<file path="src/rtl/cgs_pkg.sv">
package cgs_pkg;
  typedef enum logic [1:0] {
    SEL_LIST  = 2'd0,
    SEL_LOW   = 2'd1,
    SEL_HIGH  = 2'd2,
    SEL_LIST2 = 2'd3
  } sel_mode_e;
endpackage

</file>
<file path="src/rtl/scan_list_mem.sv">
module scan_list_mem #(
  parameter int DEPTH  = 8,
  parameter int CH_W   = 4,
  parameter int GAIN_W = 2,
  localparam int PTR_W = $clog2(DEPTH),
  localparam int ENT_W = CH_W + GAIN_W
) (
  input  logic              clk_i,
  input  logic              rst_ni,
  input  logic              we_i,
  input  logic [PTR_W-1:0]  waddr_i,
  input  logic [CH_W-1:0]   wchan_i,
  input  logic [GAIN_W-1:0] wgain_i,
  input  logic [PTR_W-1:0]  raddr_i,
  output logic [CH_W-1:0]   rchan_o,
  output logic [GAIN_W-1:0] rgain_o
);
  logic [DEPTH-1:0][ENT_W-1:0] ent_q;

  always_ff @(posedge clk_i or negedge rst_ni) begin
    if (!rst_ni) begin
      ent_q <= '0;
    end else if (we_i) begin
      for (int i = 0; i < DEPTH; i++) begin
        if (waddr_i == PTR_W'(i)) ent_q[i] <= {wchan_i, wgain_i};
      end
    end
  end

  assign {rchan_o, rgain_o} = ent_q[raddr_i];
endmodule

</file>
<file path="src/rtl/scan_ptr.sv">
module scan_ptr #(
  parameter int DEPTH = 8,
  localparam int PTR_W = $clog2(DEPTH)
) (
  input  logic             clk_i,
  input  logic             rst_ni,
  input  logic             en_i,
  input  logic             adv_i,
  input  logic [PTR_W-1:0] last_i,
  output logic [PTR_W-1:0] ptr_o
);
  always_ff @(posedge clk_i or negedge rst_ni) begin
    if (!rst_ni)      ptr_o <= '0;
    else if (!en_i)   ptr_o <= '0;
    else if (adv_i)   ptr_o <= (ptr_o >= last_i) ? '0 : ptr_o + 1'b1;
  end
endmodule

</file>
<file path="src/rtl/scan_sel.sv">
module scan_sel
  import cgs_pkg::*;
#(
  parameter int DEPTH  = 8,
  parameter int CH_W   = 4,
  parameter int GAIN_W = 2,
  localparam int PTR_W = $clog2(DEPTH)
) (
  input  sel_mode_e         mode_i,
  input  logic [PTR_W-1:0]  ptr_i,
  input  logic [PTR_W-1:0]  last_i,
  input  logic [CH_W-1:0]   list_chan_i,
  input  logic [GAIN_W-1:0] list_gain_i,
  output logic [CH_W-1:0]   chan_o,
  output logic [GAIN_W-1:0] gain_o
);
  logic [CH_W-1:0] high_base;
  // top of range minus span: first channel of the high sweep
  assign high_base = {CH_W{1'b1}} - CH_W'(last_i);

  always_comb begin
    unique case (mode_i)
      SEL_LOW: begin
        chan_o = CH_W'(ptr_i);
        gain_o = '0;
      end
      SEL_HIGH: begin
        chan_o = high_base + CH_W'(ptr_i);
        gain_o = '0;
      end
      default: begin
        chan_o = list_chan_i;
        gain_o = list_gain_i;
      end
    endcase
  end
endmodule

</file>
<file path="src/rtl/scan_tag.sv">
module scan_tag #(
  parameter int CH_W   = 4,
  parameter int GAIN_W = 2,
  parameter int DATA_W = 12
) (
  input  logic              clk_i,
  input  logic              rst_ni,
  input  logic              take_i,
  input  logic [CH_W-1:0]   cur_chan_i,
  input  logic [GAIN_W-1:0] cur_gain_i,
  input  logic              eoc_i,
  input  logic [DATA_W-1:0] data_i,
  output logic              res_valid_o,
  output logic [DATA_W-1:0] res_data_o,
  output logic [CH_W-1:0]   res_chan_o,
  output logic [GAIN_W-1:0] res_gain_o
);
  logic [CH_W-1:0]   fly_chan_q;
  logic [GAIN_W-1:0] fly_gain_q;

  always_ff @(posedge clk_i or negedge rst_ni) begin
    if (!rst_ni) begin
      fly_chan_q <= '0;
      fly_gain_q <= '0;
    end else if (take_i) begin
      fly_chan_q <= cur_chan_i;
      fly_gain_q <= cur_gain_i;
    end
  end

  always_ff @(posedge clk_i or negedge rst_ni) begin
    if (!rst_ni) begin
      res_valid_o <= 1'b0;
      res_data_o  <= '0;
      res_chan_o  <= '0;
      res_gain_o  <= '0;
    end else begin
      res_valid_o <= eoc_i;
      if (eoc_i) begin
        res_data_o <= data_i;
        res_chan_o <= fly_chan_q;
        res_gain_o <= fly_gain_q;
      end
    end
  end
endmodule

</file>
<file path="src/rtl/chan_gain_scanner.sv">
module chan_gain_scanner
  import cgs_pkg::*;
#(
  parameter int DEPTH  = 8,
  parameter int CH_W   = 4,
  parameter int GAIN_W = 2,
  parameter int DATA_W = 12,
  localparam int PTR_W = $clog2(DEPTH)
) (
  input  logic              clk_i,
  input  logic              rst_ni,
  input  logic              scan_en_i,
  input  logic [1:0]        mode_i,
  input  logic [PTR_W-1:0]  last_idx_i,
  input  logic              wr_en_i,
  input  logic [PTR_W-1:0]  wr_addr_i,
  input  logic [CH_W-1:0]   wr_chan_i,
  input  logic [GAIN_W-1:0] wr_gain_i,
  input  logic              soc_i,
  input  logic              eoc_i,
  input  logic [DATA_W-1:0] data_i,
  output logic [CH_W-1:0]   mux_chan_o,
  output logic [GAIN_W-1:0] pga_gain_o,
  output logic              res_valid_o,
  output logic [DATA_W-1:0] res_data_o,
  output logic [CH_W-1:0]   res_chan_o,
  output logic [GAIN_W-1:0] res_gain_o
);
  logic [PTR_W-1:0]  ptr_q;
  logic [CH_W-1:0]   list_chan;
  logic [GAIN_W-1:0] list_gain;
  logic              take;

  assign take = scan_en_i & soc_i;

  scan_list_mem #(.DEPTH(DEPTH), .CH_W(CH_W), .GAIN_W(GAIN_W)) u_mem (
    .clk_i   (clk_i),
    .rst_ni  (rst_ni),
    .we_i    (wr_en_i & ~scan_en_i),
    .waddr_i (wr_addr_i),
    .wchan_i (wr_chan_i),
    .wgain_i (wr_gain_i),
    .raddr_i (ptr_q),
    .rchan_o (list_chan),
    .rgain_o (list_gain)
  );

  scan_ptr #(.DEPTH(DEPTH)) u_ptr (
    .clk_i  (clk_i),
    .rst_ni (rst_ni),
    .en_i   (scan_en_i),
    .adv_i  (soc_i),
    .last_i (last_idx_i),
    .ptr_o  (ptr_q)
  );

  scan_sel #(.DEPTH(DEPTH), .CH_W(CH_W), .GAIN_W(GAIN_W)) u_sel (
    .mode_i      (sel_mode_e'(mode_i)),
    .ptr_i       (ptr_q),
    .last_i      (last_idx_i),
    .list_chan_i (list_chan),
    .list_gain_i (list_gain),
    .chan_o      (mux_chan_o),
    .gain_o      (pga_gain_o)
  );

  scan_tag #(.CH_W(CH_W), .GAIN_W(GAIN_W), .DATA_W(DATA_W)) u_tag (
    .clk_i       (clk_i),
    .rst_ni      (rst_ni),
    .take_i      (take),
    .cur_chan_i  (mux_chan_o),
    .cur_gain_i  (pga_gain_o),
    .eoc_i       (eoc_i),
    .data_i      (data_i),
    .res_valid_o (res_valid_o),
    .res_data_o  (res_data_o),
    .res_chan_o  (res_chan_o),
    .res_gain_o  (res_gain_o)
  );
endmodule

</file>
<file path="config.mk">
export PLATFORM = sky130hd
export DESIGN_NAME = chan_gain_scanner
export DESIGN_NICKNAME = d
export VERILOG_FILES = /design/src/rtl/cgs_pkg.sv /design/src/rtl/scan_list_mem.sv /design/src/rtl/scan_ptr.sv /design/src/rtl/scan_sel.sv /design/src/rtl/scan_tag.sv /design/src/rtl/chan_gain_scanner.sv
export SDC_FILE = /design/constraint.sdc
export NUM_CORES = 1
export LEC_CHECK = 0
export BUFFER_PORTS_ARGS = -buffer_cell sky130_fd_sc_hd__buf_2
export CAP_MARGIN = 5
export CELL_PAD_IN_SITES_DETAIL_PLACEMENT = 0
export CELL_PAD_IN_SITES_GLOBAL_PLACEMENT = 1
export CORE_ASPECT_RATIO = 0.7
export CORE_MARGIN = 2
export CORE_UTILIZATION = 45
export CTS_BUF_LIST = sky130_fd_sc_hd__clkbuf_4 sky130_fd_sc_hd__clkbuf_8
export DETAILED_ROUTE_END_ITERATION = 8
export PLACE_DENSITY = 0.8
export SETUP_SLACK_MARGIN = 0.05
export SLEW_MARGIN = 20
export SYNTH_ARGS = -nofsm -noshare
export SYNTH_HDL_FRONTEND = slang
export SYNTH_HIERARCHICAL = 1
export SYNTH_SLANG_ARGS = --single-unit
</file>
<file path="constraint.sdc">
create_clock -name clk_i -period 2.9 [get_ports clk_i]
set_input_delay 0.58 -clock clk_i [delete_from_list [all_inputs] [get_ports clk_i]]
set_output_delay 0.58 -clock clk_i [all_outputs]
set_load 0.05 [all_outputs]
</file>
# ---- Word-level counts from Yosys, hierarchy flattened
# Index checks and enable logic that the tools add are counted.
dict set report word_totals {
  ff_bits 76
  inputBits 32
  out_inout_bits 25
  word_cells 50
}
dict set report op_classes {
  n_addsub 3
  n_lt_le_gt_ge 2
  n_eq_ne 10
  n_mux 7
  bitwise 3
  reduce_logical 10
}
# op n
set ops {}
lappend ops {{binary-select mux 6 bit (select 3 bit)} 1}
lappend ops {{AND reduction 2 bit} 8}
lappend ops {{equality test 3 bit (second input constant)} 4}
lappend ops {{two-way mux 3 bit} 3}
lappend ops {{one-hot mux 4 bit (2 select lines)} 1}
lappend ops {{equality test 3 x 2 -> 1 bit (second input constant)} 2}
lappend ops {{two-way mux 6 bit} 1}
lappend ops {{adder 4 x 3 -> 4 bit} 1}
lappend ops {{less-than comparator 3 x 4 -> 1 bit (second input constant)} 1}
lappend ops {{subtractor 4 x 3 -> 4 bit (first input constant)} 1}
lappend ops {{adder 3 x 1 -> 3 bit (second input constant)} 1}
lappend ops {{equality test 3 x 1 -> 1 bit (second input constant)} 1}
lappend ops {{>= comparator 3 bit} 1}
lappend ops {{logical NOT 3 bit} 1}
lappend ops {{AND 1 bit} 2}
lappend ops {{equality test 2 x 1 -> 1 bit (second input constant)} 1}
lappend ops {{equality test 2 bit (second input constant)} 1}
lappend ops {{two-way mux 2 bit} 1}
lappend ops {{!= test 2 x 1 -> 1 bit (second input constant)} 1}
lappend ops {{OR reduction 2 bit} 1}
lappend ops {{NOT 1 bit} 1}

# ---- Logic depth before layout (Yosys ltp)
dict set report depth {
  depth_word 4
  mapped_depth 8
  depth_no_buf 8
}

# ---- Modules after synthesis
# The synthesis kept the hierarchy.
# module instances cells_per_inst area_per_inst_um2 seq_area_each_um2
set by_module_without_submodules {}
lappend by_module_without_submodules {scan_list_mem 1 132 2264.7 1201.2}
lappend by_module_without_submodules {scan_tag 1 52 969.7 625.6}
lappend by_module_without_submodules {scan_ptr 1 25 229.0 75.1}
lappend by_module_without_submodules {scan_sel 1 31 222.7 0.0}
lappend by_module_without_submodules {chan_gain_scanner 1 2 16.3 0.0}

# ---- Worst setup path before layout
# No wires, ideal clock.
dict set report synth_timing {
  path_type {in2out}
  startpoint {input last_idx_i[0]}
  endpoint {output mux_chan_o[1]}
  t_arrival_ns 2.510
  required_time_ns 2.320
  slack_ns -0.190
  cell_stages 7
  n_path_buf 0
  cell_sequence {inv_1 > ha_1 > inv_1 > fa_1 > inv_1 > a22oi_1 > o21ai_0}
}
dict set report synth_between {
  elab_chain_len 3
}
# item line_no
set synth_lines {}
lappend synth_lines {{from (decl)} chan_gain_scanner.sv:14} ;# input logic [PTR_W-1:0] last_idx_i,
lappend synth_lines {{subtractor 4 x 3 -> 4 bit} scan_sel.sv:19} ;# assign high_base = {CH_W{1'b1}} - CH_W'(last_i);
lappend synth_lines {{adder 4 x 3 -> 4 bit} scan_sel.sv:28} ;# chan_o = high_base + CH_W'(ptr_i);
lappend synth_lines {{one-hot mux 4 bit (2 select lines)} scan_sel.sv:22} ;# unique case (mode_i)
lappend synth_lines {{to (decl)} chan_gain_scanner.sv:22} ;# output logic [CH_W-1:0] mux_chan_o,
# Every way passes these cells.

# ---- Final worst setup path
dict set report layout_timing {
  startpoint {register u_ptr.ptr_o[0]}
  endpoint {output mux_chan_o[3]}
}
dict set report layout_between {
  elab_chain_len 3
  word_cells_on_any_way 4
  classes_between {add/sub: 1; mux: 3}
}
# item line_no
set layout_lines {}
lappend layout_lines {{from (decl)} scan_ptr.sv:10} ;# output logic [PTR_W-1:0] ptr_o
lappend layout_lines {{from (signal assigned)} scan_ptr.sv:15} ;# else if (adv_i) ptr_o <= (ptr_o >= last_i) ? '0 : ptr_o + 1'b1;
lappend layout_lines {{binary-select mux 6 bit (select 3 bit)} scan_list_mem.sv:30} ;# assign {rchan_o, rgain_o} = ent_q[raddr_i];
lappend layout_lines {{two-way mux 6 bit (not written as such)} scan_list_mem.sv:30}
lappend layout_lines {{named net list_chan[3]} chan_gain_scanner.sv:30} ;# logic [CH_W-1:0] list_chan;
lappend layout_lines {{one-hot mux 4 bit (2 select lines)} scan_sel.sv:22}
# The timed path passes the listed nets, and every way through them passes these cells. The select of a mux whose other input is x is not followed.

==> results.cfg <==
[yosys]
synth-compound-area-share = 0.0294
main_combinational_cell_family_by_area_after_synthesis = multiplexers
mappedNetlistArea_um2 = 3700
synth_flop_type = dfrtp_1
ys.warnings.count = 6
ys_seq_elements = 76
mappedNetlistNets = 284
synth-simple-area-share = 0.0477
synth_enable_flop_cells = 0
synth-async-reset-ratio = 1.00
synthAdderAreaFrac = 0.0358
post_synth_inst_count = 242
synth-seq-area-share = 0.514
post_synth.cell_area_avg_um2 = 15.3
netlist-cell-type-count = 39
yosys.area_share.xor_xnor = 0.00237
post_synthesis_mux_area_share = 0.333

[power]
p_per_area_nw_per_um2 = 675
irDropWorstVdd_mv = 0.323
leakage_nw = 2.03

[clocking]
cts_root_buf = clkbuf_8
h-tree-depth = 3
cts_tree = built
cts_buffer_depth = 2
post-cts-setup-buffers = 0
clk-insertion-delay-late_ps = 340
cts_inserted_buffers = 9
clk_transition_reported_paths_ps = 80
cts.sinks = 76

[route]
number_of_iterations_in_the_first_detailed_routing_pass = 4
drtIter0Drc = 106
via_count = 2171
wirelength_mm = 7.29
drc = 0
post_drt_via_cell_ratio = 5.31
avgRoutedWirePerCell_um = 17.8
ant_nets = 0

[grt]
global_route_wire_length_before_repair_mm = 12.0
grtUsageTotal = 0.174
grt_pass1_vias = 2324
grt_remaining_overflow = 0
grt_antenna_before_repair = 0
grt_max_degree = 77

[sta]
hold_viol_final = 0
setup_violations = 0
min_period_over_period = 0.950
min_period_ps = 2750
max_slew.worst_pin.slew_ps = 927
timing.slew.headroom = 0.382
achievable-frequency_mhz = 363
unrepaired_setup_endpoints_after_global_routing = true
final.setup.tns_ps = 0
post-route-worst-setup-slack_ps = 146
max_slew_violation_count = 0
clock-skew-final_ps = 6.81

[final_layout]
nets = 345
area.growth.synth_to_final_pct = 15.8
layout.core_utilization = 0.540
n_antenna_cell = 0
drive_gt1_frac = 0.539

[place]
gp_congestion = 0.737
io_buffer_count = 56
dp.final_hpwl_mm = 4.97
place_worst_setup_slack_ps = 224

[outcome]
outcome = completed

[floorplanning]
io_pins = 57
core_um2 = 7940
fp.dieW_um = 112
core.rowCount = 27
floorplan.initialDensity = 0.466
fp.dieH_um = 79.9
die_area_um2 = 8980

[worst_hold_path]
min-delay-path-class = in -> async

[critical_path]
kind_of_end_point_of_the_critical_path = output pin
arrival_ps = 2170
cp_max_fo = 12
timing.critical_path.required_ps = 2320
start_kind = flip-flop
worst-setup-path-type = reg -> out

[flow_run]
max_cap_viol_count = 0
layout by cell type, fill, tap and decap left out, types with 2 or more instances in the layout:
cell        netlist  layout
a22oi_1           2       2
o21ai_2           1       2
nor4bb_1          3       3
dfrtp_1          76      76
buf_2             8      51
nand4b_1          3       3
clkinvlp_4        0       2
o21ai_1           1       2
and2_1            2       2
buf_4             1      10
clkbuf_8          0      10
buf_6             2       2
nand3_1           2       2
clkinv_2          0       3
mux2_2           68      68
inv_1            12      12
a21oi_2           1       2
mux4_1           12      12
ha_1              9       9
mux2_4           10      10
nand2_1           5       5
timing repair:
action | 4_1_cts | 5_1_grt
hold buffers | 0 | 0
resized for setup | 1 | 11
gates cloned | 0 | 0
endpoints found under the setup margin | 1 | 4
cell type report:
type                       instances  area (um^2)
fill                             643         3650
sequential                        76         1900
multi-input combinational        140         1670
timing repair buffer              64          373
clock buffer                      10          138
tap                              101          126
inverter                          12         45.0
clock inverter                     6         38.8
through the flow:
step           power [mW]  hold slack, ps  area, um^2  std cells
2_1_floorplan        1.98             284        3700        242
3_3_place_gp         2.16             479        4090        393
3_5_place_dp         2.19             485        4090        393
4_1_cts              2.92             412        4270        409
5_1_grt              3.05             438        4290        409
6_report             2.90             380        4290        409
kinds of logic after synthesis:
family | after synthesis
mux | 90
flops | 76
buf+inv | 26
simple gates | 24
compound gates | 15
fa+ha+maj | 10
xor+xnor | 1
synthesized netlist by cell type (2+ instances only):
| cell type | n | share of area |
|---|---|---|
| dfrtp_1 | 76 | 0.51 |
| mux2_2 | 68 | 0.21 |
| inv_1 | 12 | 0.012 |
| mux4_1 | 12 | 0.085 |
| mux2_4 | 10 | 0.041 |
| ha_1 | 9 | 0.030 |
| buf_2 | 8 | 0.011 |
| nand2_1 | 5 | 0.0051 |
| nand4b_1 | 3 | 0.0071 |
| nor4bb_1 | 3 | 0.0081 |
| o21ai_0 | 3 | 0.0041 |
| a21oi_1 | 2 | 0.0027 |
| a22oi_1 | 2 | 0.0041 |
| and2_1 | 2 | 0.0034 |
| buf_6 | 2 | 0.0061 |
| nand3_1 | 2 | 0.0027 |
state kept, by name (all words and copies together), names as in the netlist:
register and count:
u_ptr/ptr_o 3, u_tag/res_gain_o 2, u_mem/ent_q 48, u_tag/fly_gain_q 2
u_tag/fly_chan_q 4, u_tag/res_data_o 12, u_tag/res_valid_o 1, u_tag/res_chan_o 4
critical path, stage by stage (launching register included):
cell     delay, ps
dfrtp_1        400
buf_12         160
mux4_1         560
mux2_2         280
a32o_1         240
buf_4          190
where the power goes:
group          switching, mW  internal, mW
Clock                  0.385         0.332
Sequential             0.106          1.28
Combinational          0.427         0.365
per-layer routing:
layer / vias to the layer above / global-route usage / wire, um
li1: 1022 / - / -
met1: 1095 / 0.249 / 3740
met2: 48 / 0.263 / 3200
met3: 6 / 0.0539 / 311
met4: 0 / 0.0378 / 49
met5: - / 0 / 0
final timing paths:
| kind | start | end | slack (ps) | cells after the start |
|---|---|---|---|---|
| worst max-delay path | u_ptr/ptr_o[0] | mux_chan_o[3] | 150 | 5 |
| worst min-delay path | rst_ni | u_mem/ent_q[6] | 380 | 1 |
| worst max register to register | u_ptr/ptr_o[0] | u_tag/fly_chan_q[3] | 890 | 5 |
| worst min register to register | u_mem/ent_q[39] | u_mem/ent_q[39] | 500 | 1 |
| max in group asynchronous | rst_ni | u_tag/res_data_o[11] | 1930 | 1 |
| min in group clk_i | data_i[1] | u_tag/res_data_o[1] | 460 | 2 |
Power figures use the tool's default switching activity.
